`config.mk`:
```
export PLATFORM = sky130hd
export DESIGN_NAME = card_detect_regs
export DESIGN_NICKNAME = d
export VERILOG_FILES = /design/src/rtl/cdreg_pkg.sv /design/src/rtl/cdreg_sync.sv /design/src/rtl/cdreg_status.sv /design/src/rtl/cdreg_decode.sv /design/src/rtl/card_detect_regs.sv
export SDC_FILE = /design/constraint.sdc
export NUM_CORES = 1
export LEC_CHECK = 0
export BUFFER_PORTS_ARGS = -buffer_cell sky130_fd_sc_hd__buf_2
export CAP_MARGIN = 20
export CORE_UTILIZATION = 27
export CTS_CLUSTER_SIZE = 8
export DETAILED_ROUTE_END_ITERATION = 8
export GPL_TIMING_DRIVEN = 0
export PLACE_DENSITY = 0.82
export SYNTH_ARGS = -nofsm -noshare
export SYNTH_HDL_FRONTEND = slang
export SYNTH_SLANG_ARGS = --single-unit
```
`constraint.sdc`:
```
create_clock -name clk_i -period 1 [get_ports clk_i]
set_input_delay 0 -clock clk_i [delete_from_list [all_inputs] [get_ports clk_i]]
set_output_delay 0 -clock clk_i [all_outputs]
set_load 0.01 [all_outputs]
```
`src/rtl/cdreg_pkg.sv`:
```
package cdreg_pkg;
  localparam int unsigned WORD_ID    = 0;
  localparam int unsigned WORD_FLASH = 1;
  localparam int unsigned WORD_STAT  = 2;
  localparam int unsigned WORD_DEC   = 3;
  localparam int unsigned NUM_IN     = 2;
  localparam int unsigned IN_WP      = 0;
  localparam int unsigned IN_CARD    = 1;
endpackage

```
`src/rtl/cdreg_sync.sv`:
```
module cdreg_sync #(
  parameter int unsigned WIDTH  = 2,
  parameter int unsigned STAGES = 2
) (
  input  logic             clk_i,
  input  logic             rst_ni,
  input  logic [WIDTH-1:0] d_i,
  output logic [WIDTH-1:0] q_o
);
  logic [WIDTH-1:0] stage_q [STAGES];

  generate
    for (genvar s = 0; s < STAGES; s++) begin : g_stage
      if (s == 0) begin : g_first
        always_ff @(posedge clk_i or negedge rst_ni) begin
          if (!rst_ni) stage_q[s] <= '0;
          else         stage_q[s] <= d_i;
        end
      end else begin : g_next
        always_ff @(posedge clk_i or negedge rst_ni) begin
          if (!rst_ni) stage_q[s] <= '0;
          else         stage_q[s] <= stage_q[s-1];
        end
      end
    end
  endgenerate

  assign q_o = stage_q[STAGES-1];
endmodule

```
`src/rtl/cdreg_status.sv`:
```
module cdreg_status (
  input  logic clk_i,
  input  logic rst_ni,
  input  logic wp_s_i,
  input  logic card_s_i,
  input  logic clr_i,
  output logic wp_o,
  output logic card_o
);
  logic card_q;

  // clear wins; a still-high input re-sets on the following edge
  always_ff @(posedge clk_i or negedge rst_ni) begin
    if (!rst_ni)      card_q <= 1'b0;
    else if (clr_i)   card_q <= 1'b0;
    else if (card_s_i) card_q <= 1'b1;
  end

  assign wp_o   = wp_s_i;
  assign card_o = card_q;


  card_set_chk: assert property (@(posedge clk_i) disable iff (!rst_ni)
    (card_s_i && !clr_i) |=> card_q);

  card_hold_chk: assert property (@(posedge clk_i) disable iff (!rst_ni)
    (card_q && !clr_i) |=> card_q);

  card_clr_chk: assert property (@(posedge clk_i) disable iff (!rst_ni)
    clr_i |=> !card_q);
endmodule

```
`src/rtl/cdreg_decode.sv`:
```
module cdreg_decode
  import cdreg_pkg::*;
#(
  parameter int unsigned       ADDR_W    = 4,
  parameter int unsigned       DATA_W    = 32,
  parameter int unsigned       CARD_BIT  = 3,
  parameter logic [DATA_W-1:0] ID_VALUE  = 32'h4103_4003,
  parameter logic [DATA_W-1:0] DEC_VALUE = 32'h0000_0011
) (
  input  logic              sel_i,
  input  logic              we_i,
  input  logic [ADDR_W-1:0] addr_i,
  input  logic [DATA_W-1:0] wdata_i,
  input  logic [DATA_W-1:0] status_i,
  output logic [DATA_W-1:0] rdata_o,
  output logic              clr_o
);
  localparam logic [DATA_W-1:0] CLR_MASK = DATA_W'(1) << CARD_BIT;

  logic hit_stat;
  assign hit_stat = (addr_i == ADDR_W'(WORD_STAT));

  always_comb begin
    rdata_o = '0;
    if (addr_i == ADDR_W'(WORD_ID))       rdata_o = ID_VALUE;
    else if (addr_i == ADDR_W'(WORD_DEC)) rdata_o = DEC_VALUE;
    else if (hit_stat)                    rdata_o = status_i;
  end

  assign clr_o = sel_i && we_i && hit_stat && (|(wdata_i & CLR_MASK));
endmodule

```
`src/rtl/card_detect_regs.sv`:
```
module card_detect_regs
  import cdreg_pkg::*;
#(
  parameter int unsigned       ADDR_W      = 4,
  parameter int unsigned       DATA_W      = 32,
  parameter int unsigned       SYNC_STAGES = 2,
  parameter int unsigned       WP_BIT      = 0,
  parameter int unsigned       CARD_BIT    = 3,
  parameter logic [DATA_W-1:0] ID_VALUE    = 32'h4103_4003,
  parameter logic [DATA_W-1:0] DEC_VALUE   = 32'h0000_0011
) (
  input  logic              clk_i,
  input  logic              rst_ni,
  input  logic              sel_i,
  input  logic              we_i,
  input  logic [ADDR_W-1:0] addr_i,
  input  logic [DATA_W-1:0] wdata_i,
  output logic [DATA_W-1:0] rdata_o,
  input  logic              wp_i,
  input  logic              cardin_i,
  output logic              irq_o
);
  logic [NUM_IN-1:0] raw_in, sync_in;
  logic              wp_live, card_lat, clr;
  logic [DATA_W-1:0] status;

  assign raw_in[IN_WP]   = wp_i;
  assign raw_in[IN_CARD] = cardin_i;

  cdreg_sync #(.WIDTH(NUM_IN), .STAGES(SYNC_STAGES)) i_sync (
    .clk_i  (clk_i),
    .rst_ni (rst_ni),
    .d_i    (raw_in),
    .q_o    (sync_in)
  );

  cdreg_status i_status (
    .clk_i    (clk_i),
    .rst_ni   (rst_ni),
    .wp_s_i   (sync_in[IN_WP]),
    .card_s_i (sync_in[IN_CARD]),
    .clr_i    (clr),
    .wp_o     (wp_live),
    .card_o   (card_lat)
  );

  always_comb begin
    status           = '0;
    status[WP_BIT]   = wp_live;
    status[CARD_BIT] = card_lat;
  end

  cdreg_decode #(
    .ADDR_W(ADDR_W), .DATA_W(DATA_W), .CARD_BIT(CARD_BIT),
    .ID_VALUE(ID_VALUE), .DEC_VALUE(DEC_VALUE)
  ) i_decode (
    .sel_i    (sel_i),
    .we_i     (we_i),
    .addr_i   (addr_i),
    .wdata_i  (wdata_i),
    .status_i (status),
    .rdata_o  (rdata_o),
    .clr_o    (clr)
  );

  assign irq_o = card_lat;


  id_read_chk: assert property (@(posedge clk_i) disable iff (!rst_ni)
    (addr_i == ADDR_W'(WORD_ID)) |-> (rdata_o == ID_VALUE));

  irq_match_chk: assert property (@(posedge clk_i) disable iff (!rst_ni)
    (addr_i == ADDR_W'(WORD_STAT)) |-> (rdata_o[CARD_BIT] == irq_o));

  other_wr_chk: assert property (@(posedge clk_i) disable iff (!rst_ni)
    (sel_i && we_i && addr_i != ADDR_W'(WORD_STAT) && !sync_in[IN_CARD])
      |=> (irq_o == $past(irq_o)));

  stat_zero_chk: assert property (@(posedge clk_i) disable iff (!rst_ni)
    (addr_i == ADDR_W'(WORD_STAT)) |->
      ((rdata_o & ~((DATA_W'(1) << WP_BIT) | (DATA_W'(1) << CARD_BIT))) == '0));
endmodule

```
### Word-level counts from Yosys, hierarchy flattened

Cells that the tools add are included.

* eq/ne operators: 2
* multiplexer cells: 5
* reductions and logical operators: 5

Operators with widths (count)
* $mux W32: 2
* $eq A4 B2 Y1 const B: 2
* $logic_not A4 Y1: 1
* $mux W4: 1
* $logic_and A1 B1 Y1: 3
* $mux W1: 2
* $reduce_bool A2 Y1: 1

* register bits after elaboration: 5
* bits of input ports: 42
* output and inout bits: 33
* logic and storage cells: 15

### Depth between registers and ports, before layout

Gate-level depths: netlist of the first run.

* depth after elaboration: 4
* depth in mapped cells: 2

### By module

A second synthesis of the first run with hierarchy kept.

* cell total of the unflattened synthesis: 58
* area total of the unflattened synthesis: 488.0 µm²

By module, submodules not included
* cdreg_decode: instances 1, cells an instance 48, area an instance 326.6 µm², seq. area each 0.0 µm²
* cdreg_sync: instances 1, cells an instance 6, area an instance 115.1 µm², seq. area each 100.1 µm²
* cdreg_status: instances 1, cells an instance 3, area an instance 42.5 µm², seq. area each 25.0 µm²
* card_detect_regs: instances 1, cells an instance 1, area an instance 3.8 µm², seq. area each 0.0 µm²

### Worst setup path after synthesis of the first run

OpenSTA, ideal clock, no wires.

* kind: input to output
* start point: input port addr_i[0]
* end point: output port rdata_o[14]
* arrival time: 1044 ps
* required time: 1000 ps
* setup slack: -44 ps
* stages: 2
* buffers on the path: 1
* path through: nor4_1 buf_4

* word-level cells in the longest chain between the ends: 2

Ends and longest elaborated chain
* from (decl): line card_detect_regs.sv:16 `input logic [ADDR_W-1:0] addr_i,`
* $logic_not A4 Y1: line cdreg_decode.sv:25 `if (addr_i == ADDR_W'(WORD_ID)) rdata_o = ID_VALUE;`
* $mux W32: line cdreg_decode.sv:25
* to (decl): line card_detect_regs.sv:18 `output logic [DATA_W-1:0] rdata_o,`

No other way between the ends.

### Final worst setup path of the first run

* start point: register i_sync.stage_q, in the netlist i_sync.q_o[0]
* end point: output port rdata_o[0]

* word-level cells in the longest chain between the ends: 3

Ends and longest elaborated chain
* from (decl): line cdreg_sync.sv:10 `logic [WIDTH-1:0] stage_q [STAGES];`
* from (signal, indexed assignment): line cdreg_sync.sv:22 `else stage_q[s] <= stage_q[s-1];`
* $mux W4: line cdreg_decode.sv:27 `else if (hit_stat) rdata_o = status_i;`
* $mux W32: line cdreg_decode.sv:26 `else if (addr_i == ADDR_W'(WORD_DEC)) rdata_o = DEC_VALUE;`
* $mux W32: line cdreg_decode.sv:25

No other way between the ends.

==> results.py, run 1 <==
metrics = {
    "status": {
        "outcome": "completed",
    },
    "timing": {
        "fin_skew_ns": 0.00113,
        "hold-worst-slack_ns": 0.0448,
        "slew_viol_final": 0,
        "layout_min_cycle_time_ns": 0.982,
        "timing.fmax_mhz": 1020,
        "final_hold_viol_count": 0,
        "period_share_pct": 98.2,
        "rsz0062_at_grt": "true",
        "final.setup.tns_ns": 0,
        "finalSetupViolations": 0,
    },
    "global_route": {
        "grtUsageTotal_pct": 9.41,
        "grt_pass1_wl_um": 993,
        "grt-ovfl-total": 0,
        "antenna_found_initial": 0,
        "grt_pass1_vias": 301,
        "grt_max_degree": 7,
    },
    "place": {
        "io_buffers": 20,
        "dp_cells": 102,
        "placed_cell_area_um2": 621,
        "routabilityCongestion": 0.589,
    },
    "min_path": {
        "min-delay-path-class": "input pin to register",
    },
    "clock_tree": {
        "clk_pin_slew_worst_paths_ns": 0.04,
        "cts_tree": "done",
        "clk_latency_ns": 0.24,
        "ctsRootBufferMaster": "clkbuf_4",
        "postCtsResizedCells": 0,
        "htree_levels": 1,
        "clockBufferDepth": 2,
        "cts_sinks": 5,
        "cts_setup_buffers": 0,
        "cts_made_buffers": 3,
    },
    "detailed_routing": {
        "wl_met2_um": 366,
        "via_per_inst": 3.35,
        "wl_met1_um": 239,
        "drt.antenna.violating_nets": 0,
        "wl_met3_um": 136,
        "routedWlPerCell_um": 6.81,
        "route.detailed.drc": 0,
        "drtIter0Drc": 1,
        "wirelength_um": 742,
        "top_layer_used": "met3",
        "first_pass_iters": 4,
        "num_vias": 365,
    },
    "critical_path": {
        "reg2reg_to": "i_status.card_o$_DFFE_PN0P_",
        "cp-end-kind": "output pin",
        "worstSetupEndpoint": "rdata_o[0]",
        "r2r-start": "i_status.card_o$_DFFE_PN0P_",
        "critPathMaxFanout": 1,
        "critical_path_class": "register to output pin",
        "worst_ep_arrival_time_ns": 0.98,
        "reg2regPathDepth": 2,
        "rrSetupSlack_ns": 0.35,
        "cp-start-kind": "register",
        "required_ns": 1.00,
        "crit_path_start": "i_sync.q_o[0]$_DFF_PN0_",
    },
    "die": {
        "die-height_um": 41.1,
        "dieArea_um2": 1690,
        "ios": 75,
        "row_count": 13,
        "dieWidth_um": 41.1,
        "start_util_pct": 30.2,
        "core-area_um2": 1370,
    },
    "yosys": {
        "synth_top_cells_by_area": "buf_4 51%, dfrtp_1 30%, a2111oi_2 3.6%",
        "synth_area_per_cell_um2": 9.18,
        "synth.top_cell.area_share_pct": 50.9,
        "yosys.area.top_type": "buf_4",
        "syn-cell-area_um2": 413,
        "synth_cells": 45,
        "ys_warn_count": 0,
        "yosys_register_bits": 5,
        "synth-seq-area-share_pct": 30.3,
        "synth.distinct_cells": 12,
    },
    "final_layout": {
        "regArea_um2": 125,
        "final_common_cell": "buf_4",
        "multiInputGateArea_um2": 163,
        "synthToLayoutAreaGrowth_pct": 63.9,
        "diodes": 0,
        "fin_area_um2": 677,
        "final_cell_mix": "28 x buf_4, 23 x conb_1, 20 x buf_2",
        "stdcell_count": 109,
        "fin_nets": 137,
        "drive_gt1_share_pct": 58.5,
        "fillers": 144,
    },
    "pwr": {
        "p_leak_nw": 0.428,
        "p_seq_share_pct": 33.8,
        "switchingPower_w": 0.000173,
        "pwr-share-comb_pct": 29.4,
        "p_per_area_nw_per_um2": 939,
        "finalPower_w": 0.000636,
        "p_sw_share_pct": 27.1,
        "ir_worst_vdd_mv": 0.547,
        "p_int_w": 0.000463,
        "power.clock.fraction_pct": 36.8,
    },
    "job": {
        "maxCapViolCount": 0,
    },
}
[worst min-delay path by stage]
stage	cells past startpoint	slack, ns	to	start
6_report	2	0.04	i_status.card_o$_DFFE_PN0P_	addr_i[1]
2_1_floorplan	0	-0.30	i_status.card_o$_DFFE_PN0P_	rst_ni
4_1_cts	2	0.04	i_status.card_o$_DFFE_PN0P_	addr_i[1]
5_1_grt	2	0.05	i_status.card_o$_DFFE_PN0P_	addr_i[1]
3_3_place_gp	1	-0.19	i_sync.stage_q[3]$_DFF_PN0_	rst_ni
3_5_place_dp	1	-0.18	i_sync.stage_q[3]$_DFF_PN0_	rst_ni
[power groups by stage]
stage	sequential [W]	combinational [W]	clock [W]
final	0.000215	0.000187	0.000234
after global routing	0.000215	0.000212	0.000262
after detailed placement	0.000218	0.000176	0
after floorplan	0.000217	0.000131	0
after global placement	0.000217	0.000173	0
after CTS	0.000215	0.000184	0.000248
[cells in the mapped netlist, drive strengths merged]
library cell / instances
nand2: 1
nor4: 1
nor3: 2
nor2: 1
inv: 1
a2111oi: 1
nor3b: 1
buf: 28
a31oi: 1
dfrtp: 5
conb: 1
and3: 2
[layer usage]
layer / vias up / global-route usage (%)
li1: 192 / -
met1: 139 / 7.21
met2: 34 / 18.4
met3: 0 / 3.26
met4: 0 / 7.26
met5: - / 0
[kinds of logic after synthesis]
kind of cell           count (synthesis)  synth area share, %
DFF                                    5                 30.3
and+or+nand+nor                        8                 11.8
buffers and inverters                 29                 51.8
other                                  1                0.908
AOI/OAI and AO/OA                      2                 5.15
[timing repair]
action                                  in CTS  in global routing
hold buffers                                 3                  0
endpoints found under the setup margin       1                  6
pin swaps                                    0                  0
endpoints found under the hold margin        7                  0
[registers in the layout, indices dropped and copies added, names as in the netlist]
signal,cells
i_sync.stage_q,2
i_status.card_o,1
i_sync.q_o,2
[critical path, stage by stage (launching register included)]
cell	delay [ns]
dfrtp_1	0.33
nor3b_2	0.05
a2111oi_2	0.18
buf_2	0.18
[final cells by class]
class                   instances  area share (%)
inverters                       1           0.555
well taps                      15            2.77
clock buffers                   4            3.88
plain buffers                  28            31.1
repair buffers                 23            19.2
flip-flops and latches          5            18.5
multi-input cells              33            24.0
[stage by stage]
step	util, %	setup WS, ns
floorplan	-	0.229
global placement	45.4	0.0799
detailed placement	45.4	0.0455
CTS	49.5	-0.00844
global route	49.5	-0.0958
finish	49.5	0.0184
Note: power is estimated with default switching activity, not from simulation.
==> run 2, diff against run 1 <==
Settings changed: MAX_ROUTING_LAYER set to met4.
Clock period 1 ns to 1.2 ns, I/O delays scaled along.
==> results.py, run 2 (same netlist as run 1, synthesis figures left out) <==
metrics = {
    "die": {
        "dieArea_um2": 1690,
        "start_util_pct": 30.2,
        "die-height_um": 41.1,
        "ios": 75,
        "row_count": 13,
        "dieWidth_um": 41.1,
        "core-area_um2": 1370,
    },
    "clock_tree": {
        "cts_sinks": 5,
        "clk_pin_slew_worst_paths_ns": 0.05,
        "cts_setup_buffers": 0,
        "htree_levels": 1,
        "clk_latency_ns": 0.24,
        "cts_tree": "done",
        "cts_made_buffers": 3,
        "clockBufferDepth": 2,
        "ctsRootBufferMaster": "clkbuf_4",
    },
    "timing": {
        "layout_min_cycle_time_ns": 1.01,
        "finalSetupViolations": 0,
        "maxSlewHeadroom_pct": 66.7,
        "rsz0062_at_grt": "false",
        "period_share_pct": 84.2,
        "slew_viol_final": 0,
        "timing.fmax_mhz": 989,
        "fin_skew_ns": 0.00512,
        "worstMarginPinSlew_ns": 0.495,
        "final_hold_viol_count": 0,
        "setup_slack_ns": 0.189,
    },
    "detailed_routing": {
        "routedWlPerCell_um": 6.43,
        "via_per_inst": 3.32,
        "drt.antenna.violating_nets": 0,
        "route.detailed.drc": 0,
        "num_vias": 362,
        "drtIter0Drc": 0,
        "first_pass_iters": 1,
        "wirelength_um": 701,
    },
    "final_layout": {
        "diodes": 0,
        "fin_nets": 137,
        "final_cell_mix": "28 x buf_4, 23 x conb_1, 20 x buf_2",
        "drive_gt1_share_pct": 58.5,
        "stdcell_count": 109,
        "synthToLayoutAreaGrowth_pct": 63.9,
        "utilization_pct": 49.5,
        "final_common_cell": "buf_4",
        "fillers": 128,
    },
    "place": {
        "routabilityCongestion": 0.652,
        "pre_cts_slack_ns": -0.0222,
        "dp_cells": 102,
        "dpl.hpwl_um": 602,
        "io_buffers": 20,
    },
    "pwr": {
        "ir_worst_vdd_mv": 0.581,
        "p_per_area_nw_per_um2": 787,
        "p_leak_nw": 0.428,
    },
    "critical_path": {
        "critical_path_class": "register to output pin",
        "cp-end-kind": "output pin",
        "reg2regPathDepth": 2,
        "required_ns": 1.20,
        "worst_ep_arrival_time_ns": 1.01,
        "critPathMaxFanout": 1,
        "cp-start-kind": "register",
    },
    "min_path": {
        "min-delay-path-class": "input pin to register",
        "worstHoldPathCells": 2,
    },
    "global_route": {
        "grt-ovfl-total": 0,
        "grt_pass1_wl_um": 848,
        "grtUsageTotal_pct": 8.96,
        "antenna_found_initial": 0,
        "grt_max_degree": 7,
        "grt_pass1_vias": 225,
    },
    "job": {
        "maxCapViolCount": 0,
    },
    "status": {
        "outcome": "completed",
    },
}
run 2: cell counts in the layout (fill, tap and decap cells not counted):
Identical to the previous run, type by type.
run 2: final timing paths:
kind / startpoint / to / slack (ns)
min reg2reg: i_sync.stage_q[2]$_DFF_PN0_ / i_sync.q_o[0]$_DFF_PN0_ / 0.34
max reg2reg: i_status.card_o$_DFFE_PN0P_ / i_status.card_o$_DFFE_PN0P_ / 0.56
max in group asynchronous: rst_ni / i_sync.stage_q[3]$_DFF_PN0_ / 0.96
min: addr_i[1] / i_status.card_o$_DFFE_PN0P_ / 0.02
max: i_sync.q_o[0]$_DFF_PN0_ / rdata_o[0] / 0.19
min in group asynchronous: rst_ni / i_sync.q_o[0]$_DFF_PN0_ / 0.10
run 2: repair_timing:
| item | 4_1_cts | 5_1_grt |
|---|---|---|
| hold buffers | 3 | 0 |
| setup endpoints to repair | 5 | 0 |
| endpoints found under the hold margin | 7 | 0 |
| resized for setup | 1 | 0 |
run 2: layer usage:
metal / share of wire, % / GRT usage (%) / routed length [um] / up-vias
met2: 47 / 15.2 / 331 / 30
li1: - / - / - / 194
met3: 16 / 6.52 / 112 / 0
met1: 37 / 6.84 / 257 / 138
met5: 0 / - / 0 / -
met4: 0 / 4.84 / 0 / 0
run 2: where the power goes:
group | switching (W) | total (W) | leakage, nW | internal (W)
registers | 0.00000225 | 0.000179 | 0.0555 | 0.000176
logic | 0.0000712 | 0.000155 | 0.357 | 0.0000836
clock network | 0.0000731 | 0.000199 | 0.0150 | 0.000126
total | 0.000147 | 0.000533 | 0.428 | 0.000386
run 2: worst max-delay path: stages, from the launching register on:
cell       delay, ns
dfrtp_1         0.34
nor3b_2         0.05
a2111oi_2       0.19
buf_2           0.19
run 2: area by class of cell:
cell class	count	area [um^2]	share of cell area [%]
buffer	28	210	31.1
clock buffer	4	26.3	3.88
inverter	1	3.75	0.555
multi-input combinational	33	163	24.0
sequential	5	125	18.5
tap	15	18.8	2.77
timing repair buffer	23	130	19.2
run 2: metrics by stage:
step	TNS [ns]	total power [W]	hold WS, ns	cell area (um^2)
2_1_floorplan	0	0.000290	-0.296	495
3_3_place_gp	0	0.000323	-0.187	614
3_5_place_dp	-0.104	0.000326	-0.178	614
4_1_cts	0	0.000540	0.0164	677
5_1_grt	0	0.000580	0.0321	677
6_report	0	0.000533	0.0236	677
